**src/rtl/crf_pkg.sv**
```systemverilog
package crf_pkg;
   localparam int unsigned NREG = 4;
   typedef enum logic [1:0] {
      IX_RET  = 2'd0,
      IX_PC   = 2'd1,
      IX_LACC = 2'd2,
      IX_ACC  = 2'd3
   } reg_ix_e;
endpackage

```
**src/rtl/crf_word_reg.sv**
```systemverilog
module crf_word_reg #(
   parameter int unsigned W = 16
) (
   input  logic         clk,
   input  logic         clr,
   input  logic         ld_en,
   input  logic [W-1:0] ld_mask,
   input  logic [W-1:0] ld_val,
   output logic [W-1:0] q
);
   always_ff @(posedge clk) begin
      if (clr)
         q <= '0;
      else if (ld_en)
         q <= (q & ~ld_mask) | (ld_val & ld_mask);
   end
endmodule

```
**src/rtl/crf_write_map.sv**
```systemverilog
module crf_write_map #(
   parameter int unsigned W = 16
) (
   input  logic [W-1:0] bus,
   output logic [W-1:0] acc_map,
   output logic [W-1:0] lacc_map,
   output logic [W-1:0] lacc_xfer
);
   localparam int unsigned LOW = W - 3;

   initial begin
      if (W < 4) $error("crf_write_map: W must be at least 4");
   end

   always_comb begin
      acc_map              = '0;
      acc_map[W-1]         = bus[W-1];
      acc_map[W-2]         = bus[W-1];
      acc_map[W-3]         = bus[W-2];
      acc_map[LOW-1:0]     = bus[W-3:1];

      lacc_map             = '0;
      lacc_map[W-1]        = bus[0];
      lacc_map[W-2]        = bus[0];
      lacc_map[W-3]        = 1'b0;
      lacc_map[LOW-1:0]    = bus[W-3:1];

      lacc_xfer            = '0;
      lacc_xfer[W-3]       = bus[0];
   end
endmodule

```
**src/rtl/crf_read_mux.sv**
```systemverilog
module crf_read_mux #(
   parameter int unsigned W    = 16,
   parameter int unsigned NREG = 4
) (
   input  logic [NREG-1:0]        sel,
   input  logic [NREG-1:0][W-1:0] regs,
   output logic [W-1:0]           bus
);
   logic [NREG:0][W-1:0] acc;
   assign acc[0] = '0;
   for (genvar i = 0; i < NREG; i++) begin : g_or
      assign acc[i+1] = acc[i] | (regs[i] & {W{sel[i]}});
   end
   assign bus = acc[NREG];
endmodule

```
**src/rtl/central_regfile.sv**
```systemverilog
module central_regfile
   import crf_pkg::*;
#(
   parameter int unsigned W = 16
) (
   input  logic         clk,
   input  logic         clr_i,
   input  logic [3:0]   rd_main_i,
   input  logic [3:0]   rd_alias_i,
   input  logic [3:0]   wr_main_i,
   input  logic [3:0]   wr_alias_i,
   input  logic         wr_pair_i,
   input  logic [W-1:0] wr_bus_i,
   output logic [W-1:0] rd_bus_o
);
   localparam logic [W-1:0] ALL_ONES = {W{1'b1}};
   localparam logic [W-1:0] XFER_BIT = ALL_ONES'(1) << (W - 3);

   initial begin
      if (W < 4)    $error("central_regfile: W must be at least 4");
      if (NREG != 4) $error("central_regfile: exactly four registers expected");
   end

   logic [NREG-1:0]        wr_any;
   logic [NREG-1:0]        ld_en;
   logic [NREG-1:0][W-1:0] ld_mask;
   logic [NREG-1:0][W-1:0] ld_val;
   logic [NREG-1:0][W-1:0] reg_q;
   logic [W-1:0]           acc_map, lacc_map, lacc_xfer;

   crf_write_map #(.W(W)) map_i (
      .bus       (wr_bus_i),
      .acc_map   (acc_map),
      .lacc_map  (lacc_map),
      .lacc_xfer (lacc_xfer)
   );

   assign wr_any = wr_main_i | wr_alias_i;

   always_comb begin
      ld_en   = '0;
      ld_mask = '0;
      ld_val  = '0;
      ld_en[IX_RET]   = wr_any[IX_RET];
      ld_mask[IX_RET] = ALL_ONES;
      ld_val[IX_RET]  = wr_bus_i;
      ld_en[IX_PC]    = wr_any[IX_PC];
      ld_mask[IX_PC]  = ALL_ONES;
      ld_val[IX_PC]   = wr_bus_i;
      ld_en[IX_ACC]   = wr_any[IX_ACC] | wr_pair_i;
      ld_mask[IX_ACC] = ALL_ONES;
      ld_val[IX_ACC]  = wr_pair_i ? acc_map : wr_bus_i;
      ld_en[IX_LACC]  = wr_any[IX_LACC] | wr_pair_i;
      ld_mask[IX_LACC] = wr_any[IX_LACC] ? ALL_ONES : XFER_BIT;
      ld_val[IX_LACC]  = wr_any[IX_LACC] ? lacc_map : lacc_xfer;
   end

   for (genvar i = 0; i < NREG; i++) begin : g_reg
      crf_word_reg #(.W(W)) reg_i (
         .clk     (clk),
         .clr     (clr_i),
         .ld_en   (ld_en[i]),
         .ld_mask (ld_mask[i]),
         .ld_val  (ld_val[i]),
         .q       (reg_q[i])
      );
   end

   crf_read_mux #(.W(W), .NREG(NREG)) rmux_i (
      .sel  (rd_main_i | rd_alias_i),
      .regs (reg_q),
      .bus  (rd_bus_o)
   );
endmodule

```
**config.mk**
```make
export PLATFORM = sky130hd
export DESIGN_NAME = central_regfile
export DESIGN_NICKNAME = d
export VERILOG_FILES = /design/src/rtl/crf_pkg.sv /design/src/rtl/crf_word_reg.sv /design/src/rtl/crf_write_map.sv /design/src/rtl/crf_read_mux.sv /design/src/rtl/central_regfile.sv
export SDC_FILE = /design/constraint.sdc
export NUM_CORES = 1
export LEC_CHECK = 0
export ABC_AREA = 1
export BUFFER_PORTS_ARGS = -buffer_cell sky130_fd_sc_hd__buf_2
export CAP_MARGIN = 10
export CORE_ASPECT_RATIO = 0.6
export CORE_MARGIN = 2
export CORE_UTILIZATION = 35
export CTS_CLUSTER_SIZE = 10
export DETAILED_ROUTE_END_ITERATION = 8
export GPL_TIMING_DRIVEN = 0
export PLACE_DENSITY_LB_ADDON = 0.2
export SYNTH_ARGS = -nofsm -noshare
export SYNTH_HDL_FRONTEND = slang
export SYNTH_SLANG_ARGS = --single-unit
```
**constraint.sdc**
```tcl
create_clock -name clk -period 1 [get_ports clk]
set_input_delay 0.1 -clock clk [delete_from_list [all_inputs] [get_ports clk]]
set_output_delay 0.1 -clock clk [all_outputs]
set_load 0.01 [all_outputs]
```
Word level (Yosys, flattened, before mapping)
Index checks and enable logic that the tools add are counted.
Word-level totals
  flip-flop bits (word level): 64
  input port bits: 35
  output and inout bits: 16
  word-level logic and storage cells: 22
Operators by class
  mux-type cells: 3
  bitwise logic cells: 15
Operators with widths (count)
  $and 16x16->16: 6
  $or 16x16->16: 4
  $mux 16: 2
  $not 16->16: 1
  $mux 15: 1
  $or 4x4->4: 2
  $or 1x1->1: 2

Logic depth before layout (Yosys ltp)
Gate-level depths: netlist (run 1).
  depth after elaboration: 5
  gate-level depth with buffers: 7
  gate-level depth less buffers: 5

Modules after synthesis
From an unflattened synthesis (run 1), not the netlist that was laid out.
Second synthesis, totals
  cells, all modules: 780
  area, all modules: 4564.4 um2
By module, submodules not included
  crf_word_reg: times used 4, cells each 116, area each 764.5 um2, seq. area each 320.3 um2
  crf_read_mux: times used 1, cells each 152, area each 651.9 um2, seq. area each 0.0 um2
  central_regfile: times used 1, cells each 115, area each 490.5 um2, seq. area each 0.0 um2
  crf_write_map: times used 1, cells each 49, area each 364.1 um2, seq. area each 0.0 um2

Worst setup path before layout (run 1)
Ideal clock, no wire load.
  kind: input -> register
  from: input wr_alias_i[0]
  to: register g_reg[0].reg_i.q[10]
  library setup time: 0.116 ns
  arrival: 0.633 ns
  data required time: 0.884 ns
  slack: 0.251 ns
  stages on the path: 5
  path buffers: 1
  path through: nor2_4 -> inv_1 -> buf_2 -> nor2_1 -> nor2_1
Between the ends
  word-level cells in the longest chain between the ends: 1
RTL lines
  from (decl): RTL line central_regfile.sv:11  | input logic [3:0] wr_alias_i,
  $or 4x4->4: RTL line central_regfile.sv:38  | assign wr_any = wr_main_i | wr_alias_i;
  to (signal assigned): RTL line crf_word_reg.sv:15  | q <= (q & ~ld_mask) | (ld_val & ld_mask);
  to (decl): RTL line crf_word_reg.sv:9  | output logic [W-1:0] q
Every way passes these cells.
A chain may end at the register's enable or synchronous reset.

Worst setup path after layout (run 1)
  from: register g_reg[3].reg_i.q[13]
  to: output rd_bus_o[13]
Between the ends
  word-level cells in the longest chain between the ends: 2
RTL lines
  from (decl): RTL line crf_word_reg.sv:9
  from (signal assigned): RTL line crf_word_reg.sv:15
  $and 16x16->16: RTL line crf_read_mux.sv:12  | assign acc[i+1] = acc[i] | (regs[i] & {W{sel[i]}});
  $or 16x16->16: RTL line crf_read_mux.sv:12
  to (decl): RTL line central_regfile.sv:14  | output logic [W-1:0] rd_bus_o
Every way passes these cells.

==> results.sh, run 1 <==
export IMPL_finalCritPeriodShare_pct=112.6
export IMPL_postCtsSetupRepairBufs=0
export IMPL_tns_ns=-1.131
export IMPL_synthToLayoutAreaGrowth_pct=28.39
export IMPL_seqPwrFrac_pct=37.5
export IMPL_cts_tree="built"
export IMPL_cts_buffers=9
export IMPL_instances_no_fill=607
export IMPL_grt_usage_pct=22.50
export IMPL_power_frac_comb_pct=13.6
export IMPL_place_gp_congestion=0.8064
export IMPL_tightest_slew_ns=0.5277
export IMPL_grt_start_max_net_pins=11
export IMPL_dp_cells=592
export IMPL_ys_seq_area_share_pct=43.10
export IMPL_critPathMaxFanout=2
export IMPL_cp_top_family="flip-flops"
export IMPL_ys_ff_latch=63
export IMPL_rsz0062_at_grt="yes"
export IMPL_maxCapViolCount=0
export IMPL_hold_class="input pin to flop"
export IMPL_drc_errors=0
export IMPL_hold_violations=0
export IMPL_cp_depth=3
export IMPL_io_pins=51
export IMPL_max_freq_ghz=0.8879
export IMPL_syn_area_um2=2927
export IMPL_n_antenna_cell=0
export IMPL_die_w_um=122.1
export IMPL_die_area_um2=9133
export IMPL_required_ns=0.90
export IMPL_worst_skew_pair_late_latency_ns=0.33
export IMPL_whs_path_depth=2
export IMPL_clkTransAtPathRegs_ns=0.05
export IMPL_port_buffers=49
export IMPL_hold_ws_ns=0.02964
export IMPL_vias=2984
export IMPL_p_leak_nw=1.815
export IMPL_p_int_mw=5.663
export IMPL_finalNetCount=530
export IMPL_nFillCells=844
export IMPL_fin_crit_ns=1.126
export IMPL_synthDistinctLibCells=21
export IMPL_routed_via_density=4.916
export IMPL_synth_area_top_cells="dfxtp_1 (43%), nand2_1 (16%), nor2_1 (15%)"
export IMPL_synthArstFlopShare_pct=0
export IMPL_peakVddDrop_uv=787.2
export IMPL_crit_buf_inv=1
export IMPL_setup_slack_ns=-0.1262
export IMPL_wirelength_um=9347
export IMPL_grt_pass1_vias=2692
export IMPL_core_region_area_um2=7976
export IMPL_drive_gt1_share_pct=27.86
export IMPL_synth_warnings=0
export IMPL_synthCells=435
export IMPL_slew_viol_final=0
export IMPL_clock_path_buffers=2
export IMPL_path_cells="nand2_2, nand4_1, buf_2"
export IMPL_synthTopCellsByCount="nand2_1 (127), nor2_1 (118), dfxtp_1 (63), o21ai_0 (45), nand4_1 (16)"
export IMPL_pwr_density_cell_nw_per_um2=1998
export IMPL_setup_viol=16
export IMPL_ys_dominant_reg_cell="dfxtp_1"
export IMPL_skew_ns=0
export IMPL_grt_remaining_overflow=0
export IMPL_slowest_stage="dfxtp_2"
export IMPL_end_kind="output pin"
export IMPL_syn_avg_cell_area_um2=6.728
export IMPL_placementRows=25
export IMPL_hold_buffers=0
export IMPL_cts_root_buf="clkbuf_16"
export IMPL_syn_num_nets=470
export IMPL_startpoint_type="flop"
export IMPL_critical_path_class="flop to output pin"
export IMPL_synth_most_common_cell="nand2_1"
export IMPL_final_antenna_net_count=0
export IMPL_critical_path_arrival_ns=1.03
export IMPL_maxSlewHeadroom_pct=64.82
export IMPL_p_clk_share_pct=48.9
export IMPL_drtIter0Drc=214
export IMPL_wl_per_cell_um=15.40
export IMPL_start_util_pct=36.69
export IMPL_violations="setup timing"
export IMPL_yosys_area_top_type_share_pct=43.10
export IMPL_max_stage_delay_ns=0.32
export IMPL_yosysTopAreaCell="dfxtp_1"
export IMPL_reg2reg_depth=3
export IMPL_dr_pass1_iters=5
export IMPL_grt_pass1_wl_um=14730
export IMPL_dp_hpwl_um=6606
export IMPL_cts_sinks=63
export IMPL_swShare_pct=24.57
export IMPL_die_h_um=74.83
export IMPL_p_switching_mw=1.844
export IMPL_h_tree_depth=3
export IMPL_run_status="complete, but fails checks"
export IMPL_antenna_found_initial=0
export IMPL_synth_edf_count=0
==> layout by cell type (no fill, tap or decap), types with 3 or more instances in the layout <==
master and instances:
a21oi_1 3, buf_2 55, buf_4 10, buf_6 4, bufinv_16 3, clkbuf_1 4, clkbuf_16 9, dfxtp_1 34
dfxtp_2 29, inv_1 12, nand2_1 108, nand2_2 17, nand2_4 3, nand3_1 3, nand3b_1 13, nand4_1 16
nor2_1 118, o21ai_0 45, o21ai_1 3
==> final timing paths <==
kind / startpoint / end / slack, ns
hold reg to reg: g_reg[0].reg_i.q[14]$_SDFFE_PP0P_ / g_reg[0].reg_i.q[14]$_SDFFE_PP0P_ / 0.47
hold / removal: clr_i / g_reg[3].reg_i.q[3]$_SDFFE_PP0P_ / 0.03
setup reg to reg: g_reg[3].reg_i.q[9]$_SDFFE_PP0P_ / g_reg[3].reg_i.q[9]$_SDFFE_PP0P_ / 0.31
setup / recovery: g_reg[3].reg_i.q[13]$_SDFFE_PP0P_ / rd_bus_o[13] / -0.13
==> per-layer routing <==
layer	GRT usage, %	vias up	routed length, um
li1	-	1497	-
met1	32.85	1369	4701
met2	31.97	111	3722
met3	6.667	7	863
met4	6.897	0	60
met5	0	-	0
==> area by class of cell <==
type	instances	area, um^2	share of cell area [%]
Timing Repair Buffer	49	245.2	6.527
Sequential cell	63	1297	34.53
Clock buffer	12	256.5	6.827
Multi-Input combinational cell	334	1510	40.19
Tap cell	108	135.1	3.596
Buffer	23	161.4	4.296
Clock inverter	3	90.09	2.398
Inverter	15	61.31	1.632
==> metrics by stage <==
stage / instance area (um^2) / power (mW) / setup slack (ns) / utilization (%)
after global routing: 3757 / 7.811 / -0.1538 / 47.11
final: 3757 / 7.508 / -0.1262 / 47.11
after CTS: 3719 / 7.544 / -0.1242 / 46.62
after global placement: 3307 / 3.809 / -0.1885 / 41.46
after floorplan: 2927 / 3.421 / 0.2515 / -
after detailed placement: 3307 / 3.828 / -0.1957 / 41.46
==> power by group through the flow <==
stage	clock, mW	sequential [mW]	combinational, mW
final	3.67	2.82	1.02
after global routing	3.82	2.84	1.15
after CTS	3.73	2.81	1.01
after detailed placement	0	2.84	0.987
after global placement	0	2.84	0.973
after floorplan	0	2.81	0.607
==> cell families (layout without fill, tap and decap cells) <==
group / count (synthesis) / count (layout) / share of synthesized area (%)
simple gates: 283 / 283 / 40.91
flops: 63 / 63 / 43.10
buf+inv: 38 / 102 / 7.268
compound gates: 51 / 51 / 8.722
==> timing repair <==
| item | CTS | global route |
|---|---|---|
| gates cloned | 0 | 0 |
| endpoints found under the hold margin | 0 | 0 |
| gates resized for setup | 35 | 19 |
| pin swaps | 14 | 4 |
| endpoints found under the setup margin | 16 | 16 |
(Power assumes the default switching activity.)
==> run 2: changes to the inputs <==
==> constraint.sdc (replaced) <==
create_clock -name clk -period 1.3 [get_ports clk]
set_input_delay 0.13 -clock clk [delete_from_list [all_inputs] [get_ports clk]]
set_output_delay 0.13 -clock clk [all_outputs]
set_load 0.01 [all_outputs]
==> results.sh, run 2 (synthesis results as in run 1) <==
export IMPL_run_status="finished clean"
export IMPL_n_antenna_cell=0
export IMPL_grt_pass1_vias=2664
export IMPL_cts_tree="built"
export IMPL_cts_root_buf="clkbuf_16"
export IMPL_rsz0062_at_grt="no"
export IMPL_critPathMaxFanout=10
export IMPL_hold_buffers=0
export IMPL_tightest_slew_ns=0.5388
export IMPL_drive_gt1_share_pct=18.24
export IMPL_grt_start_max_net_pins=11
export IMPL_skew_ns=0
export IMPL_p_leak_nw=1.790
export IMPL_total_power_mw=5.739
export IMPL_cts_buffers=9
export IMPL_peakVddDrop_uv=552.5
export IMPL_slowest_stage="clkbuf_4"
export IMPL_dp_hpwl_um=6606
export IMPL_dr_pass1_iters=4
export IMPL_cts_sinks=63
export IMPL_finalCritPeriodShare_pct=92.24
export IMPL_worst_skew_pair_late_latency_ns=0.33
export IMPL_setup_viol=0
export IMPL_hold_violations=0
export IMPL_maxCapViolCount=0
export IMPL_clock_path_buffers=2
export IMPL_fin_crit_ns=1.199
export IMPL_h_tree_depth=3
export IMPL_placementRows=25
export IMPL_port_buffers=49
export IMPL_dp_cells=592
export IMPL_final_common_cell="nand2_1"
export IMPL_grt_usage_pct=22.35
export IMPL_critical_path_arrival_ns=1.07
export IMPL_synthToLayoutAreaGrowth_pct=25.01
export IMPL_final_cell_mix="nand2_1 (127), nor2_1 (118), dfxtp_1 (63)"
export IMPL_drtIter0Drc=206
export IMPL_finalNetCount=530
export IMPL_hold_class="input pin to flop"
export IMPL_slew_viol_final=0
export IMPL_io_pins=51
export IMPL_antenna_found_initial=0
export IMPL_rrSetupSlack_ns=0.62
export IMPL_wirelength_um=9279
export IMPL_maxSlewHeadroom_pct=64.08
export IMPL_clkTransAtPathRegs_ns=0.05
export IMPL_startpoint_type="input pin"
export IMPL_wl_per_cell_um=15.29
export IMPL_die_area_um2=9133
export IMPL_required_ns=1.17
export IMPL_routed_via_density=4.850
export IMPL_start_util_pct=36.69
export IMPL_final_core_util_pct=45.87
export IMPL_cp_top_family="buffers and inverters"
export IMPL_hold_start="clr_i"
export IMPL_die_h_um=74.83
export IMPL_max_freq_ghz=0.8340
export IMPL_tns_ns=0
export IMPL_pwr_density_cell_nw_per_um2=1569
export IMPL_grt_pass1_wl_um=14570
export IMPL_crit_buf_inv=4
export IMPL_max_stage_delay_ns=0.27
export IMPL_vias=2944
export IMPL_final_antenna_net_count=0
export IMPL_crit_start="rd_main_i[0]"
export IMPL_end_kind="output pin"
export IMPL_place_gp_congestion=0.8064
export IMPL_instances_no_fill=607
export IMPL_grt_remaining_overflow=0
export IMPL_critical_path_class="input pin to output pin"
export IMPL_core_region_area_um2=7976
export IMPL_drc_errors=0
export IMPL_path_cells="buf_2, inv_1, nand2_1, clkbuf_4, nand2_1, nand4_1, buf_2"
export IMPL_hold_ws_ns=0.06730
export IMPL_die_w_um=122.1
export IMPL_r2r_start="g_reg[3].reg_i.q[5]$_SDFFE_PP0P_"
## run 2: changes by cell type in the layout (fill, tap and decap cells not counted)
cell	delta
buf_2	+2
nand2_4	-2
dfxtp_2	-29
nand2_1	+19
nand2_2	-17
buf_4	-3
dfxtp_1	+29
clkbuf_4	+1
## run 2: through the flow
step	cell area (um^2)	setup slack (ns)
4_1_cts	3654	0.03705
3_5_place_dp	3307	0.04428
5_1_grt	3659	0.001345
3_3_place_gp	3307	0.05150
2_1_floorplan	2927	0.4933
6_report	3659	0.1009
## run 2: what timing repair did
action,CTS,global route
resized for setup,0,3
setup endpoints to repair,0,11
buffers inserted,0,0
## run 2: cell type report
class                   count  area [um^2]
fillers                   853         4318
well taps                 108        135.1
plain buffers              23        156.4
multi-input cells         334         1453
clock buffers              12        256.5
inverters                  15        61.31
clock inverters             3        90.09
repair buffers             49        245.2
flip-flops and latches     63         1261
## run 2: routing by layer
metal	up-vias	share of wire [%]	wire (um)	track usage [%]
met5	-	0	0	0
met4	0	0.70	65	6.897
met3	8	8.5	789	6.667
met2	110	39	3656	31.84
met1	1327	51	4767	32.52
li1	1499	-	-	-
## run 2: power breakdown
part,internal [mW],switching (mW)
logic,0.289,0.475
clock network,1.97,0.861
registers,2.08,0.0716
total,4.33,1.41
## run 2: worst paths after layout
check	endpoint	depth (start not counted)
worst max-delay path	rd_bus_o[0]	7
worst min-delay path	g_reg[3].reg_i.q[3]$_SDFFE_PP0P_	2
worst max register to register	g_reg[3].reg_i.q[5]$_SDFFE_PP0P_	3
worst min register to register	g_reg[0].reg_i.q[14]$_SDFFE_PP0P_	2
==> run 3: changes to the inputs <==
--- a/config.mk
+++ b/config.mk
@@ -5,7 +5,6 @@
 export SDC_FILE = /design/constraint.sdc
 export NUM_CORES = 1
 export LEC_CHECK = 0
-export ABC_AREA = 1
 export BUFFER_PORTS_ARGS = -buffer_cell sky130_fd_sc_hd__buf_2
 export CAP_MARGIN = 10
 export CORE_ASPECT_RATIO = 0.6
==> constraint.sdc (replaced) <==
create_clock -name clk -period 1.5 [get_ports clk]
set_input_delay 0.15 -clock clk [delete_from_list [all_inputs] [get_ports clk]]
set_output_delay 0.15 -clock clk [all_outputs]
set_load 0.01 [all_outputs]
==> results.sh, run 3 <==
export IMPL_run_status="finished clean"
export IMPL_core_region_area_um2=8621
export IMPL_final_cell_mix="o21ai_0 (96), dfxtp_1 (63), a21oi_1 (47), buf_2 (47), or3b_1 (42)"
export IMPL_grt_remaining_overflow=0
export IMPL_cts_root_buf="clkbuf_16"
export IMPL_p_switching_mw=1.229
export IMPL_cts_sinks=63
export IMPL_io_pins=51
export IMPL_clkTransAtPathRegs_ns=0.05
export IMPL_maxSlewHeadroom_pct=53.62
export IMPL_end_kind="output pin"
export IMPL_die_area_um2=9764
export IMPL_skew_ns=0
export IMPL_cts_buffers=9
export IMPL_start_util_pct=36.40
export IMPL_slew_viol_final=0
export IMPL_ys_ff_latch=63
export IMPL_drive_gt1_share_pct=15.70
export IMPL_drtIter0Drc=251
export IMPL_rrSetupSlack_ns=0.51
export IMPL_startpoint_type="input pin"
export IMPL_critical_path_class="input pin to output pin"
export IMPL_h_tree_depth=3
export IMPL_tightest_slew_ns=0.6957
export IMPL_vias=3251
export IMPL_synthToLayoutAreaGrowth_pct=20.33
export IMPL_hold_start="wr_pair_i"
export IMPL_synthDistinctLibCells=18
export IMPL_wirelength_um=11420
export IMPL_die_w_um=126.2
export IMPL_hold_violations=0
export IMPL_seqPwrFrac_pct=40.8
export IMPL_synth_area_top_cells="dfxtp_1 (40%), o21ai_0 (16%), or3b_1 (12%)"
export IMPL_grt_pass1_wl_um=17380
export IMPL_required_ns=1.35
export IMPL_rsz0062_at_grt="no"
export IMPL_stdcell_area_um2=3776
export IMPL_place_gp_congestion=0.8402
export IMPL_worst_skew_pair_late_latency_ns=0.33
export IMPL_pwr_density_cell_nw_per_um2=1194
export IMPL_final_common_cell="o21ai_0"
export IMPL_clock_path_buffers=2
export IMPL_grt_pass1_vias=3052
export IMPL_power_frac_comb_pct=15.2
export IMPL_ys_dominant_reg_cell="dfxtp_1"
export IMPL_critical_path_arrival_ns=1.28
export IMPL_r2r_start="g_reg[1].reg_i.q[15]$_SDFFE_PP0P_"
export IMPL_maxCapViolCount=0
export IMPL_dr_pass1_iters=5
export IMPL_fin_crit_ns=1.434
export IMPL_final_core_util_pct=43.80
export IMPL_wl_per_cell_um=20.94
export IMPL_synth_most_common_cell="o21ai_0"
export IMPL_syn_avg_cell_area_um2=8.390
export IMPL_die_h_um=77.35
export IMPL_max_freq_ghz=0.6974
export IMPL_tns_ns=0
export IMPL_place_area_um2=3498
export IMPL_syn_num_nets=409
export IMPL_cts_resized=0
export IMPL_syn_area_um2=3138
export IMPL_yosysTopAreaCell="dfxtp_1"
export IMPL_grt_start_max_net_pins=11
export IMPL_min_to="g_reg[3].reg_i.q[15]$_SDFFE_PP0P_"
export IMPL_ys_seq_area_share_pct=40.19
export IMPL_p_clk_share_pct=44.0
export IMPL_critPathMaxFanout=10
export IMPL_p_leak_nw=1.326
export IMPL_cts_tree="built"
export IMPL_swShare_pct=27.27
export IMPL_reg2reg_depth=2
export IMPL_hold_buffers=0
export IMPL_antenna_found_initial=0
export IMPL_hold_class="input pin to flop"
export IMPL_synthCells=374
export IMPL_p_int_mw=3.278
export IMPL_synthTopCellsByCount="o21ai_0 (99), dfxtp_1 (63), a21oi_1 (47), or3b_1 (42), clkbuf_1 (35)"
export IMPL_synth_edf_count=0
export IMPL_routed_via_density=5.965
export IMPL_port_buffers=44
export IMPL_synthArstFlopShare_pct=0
export IMPL_setup_viol=0
export IMPL_finalNetCount=464
export IMPL_peakVddDrop_uv=494.2
export IMPL_final_antenna_net_count=0
export IMPL_drc_errors=0
export IMPL_yosys_area_top_type_share_pct=40.19
export IMPL_timing_rr_end="g_reg[1].reg_i.q[15]$_SDFFE_PP0P_"
export IMPL_whs_path_depth=3
export IMPL_n_antenna_cell=0
export IMPL_placementRows=26
export IMPL_dp_hpwl_um=8237
export IMPL_synth_warnings=0
export IMPL_postCtsSetupRepairBufs=0
export IMPL_finalCritPeriodShare_pct=95.59
export IMPL_grt_usage_pct=23.80
==> run 3: cell types whose count changed in the layout (fill, tap and decap cells not counted), sizes merged, moves of 16 or more <==
cell	before	now
nand2	128	0
o21ai	48	109
nor4	0	16
a21oi	3	47
nor2	122	0
or3b	0	46
buf	68	52
mux2i	0	16
clkbuf	16	50
==> run 3: cell type report <==
cell class / count / area, um^2
buffer: 43 / 191.4
clock buffer: 15 / 277.8
fill: 876 / 4845
multi-input combinational: 268 / 1685
sequential: 63 / 1261
tap: 112 / 140.1
timing repair buffer: 44 / 220.2
==> run 3: cell families (layout without fill, tap and decap cells) <==
family	Yosys count	after routing	share of synthesized area [%]
AOI/OAI and AO/OA	172	172	28.71
buffers and inverters	43	102	6.100
DFF	63	63	40.19
muxes	16	16	5.104
and+or+nand+nor	80	80	19.90
==> run 3: critical path: stages <==
cell and delay, ns:
buf_2 0.13, clkbuf_1 0.19, o21ai_0 0.42, nand4_1 0.20, buf_2 0.19
==> run 3: per-stage QoR <==
step	setup WS, ns	cells	power (mW)	hold slack (ns)
floorplan	0.3536	374	2.239	0.3020
global placement	0.07387	530	2.534	0.4635
detailed placement	0.04618	530	2.540	0.4703
CTS	0.09810	545	4.507	0.1157
global route	0.002305	545	4.683	0.1248
finish	0.06613	545	4.507	0.1223
==> run 3: how the worst max path moves through the flow <==
| stage | start | end | slack, ns | cells after the start |
|---|---|---|---|---|
| finish | rd_alias_i[1] | rd_bus_o[12] | 0.07 | 5 |
| global route | rd_alias_i[1] | rd_bus_o[12] | 0.002 | 5 |
| CTS | rd_alias_i[1] | rd_bus_o[13] | 0.1 | 5 |
| detailed placement | clr_i | flop | 0.05 | 3 |
| global placement | clr_i | flop | 0.07 | 3 |
| floorplan | wr_alias_i[3] | g_reg[3].reg_i.q[12]$_SDFFE_PP0P_ | 0.35 | 5 |
==> run 3: per-layer routing <==
metal	track usage, %	share of wire [%]
met5	0	0
met1	34.16	49
met2	31.56	39
met3	11.24	12
met4	6.154	0.97
==> run 3: power by group through the flow <==
stage | clock network [mW] | registers (mW) | logic [mW]
floorplan | 0 | 1.85 | 0.390
global placement | 0 | 1.87 | 0.664
detailed placement | 0 | 1.87 | 0.670
CTS | 2.00 | 1.84 | 0.672
global route | 2.09 | 1.85 | 0.746
finish | 1.98 | 1.84 | 0.684
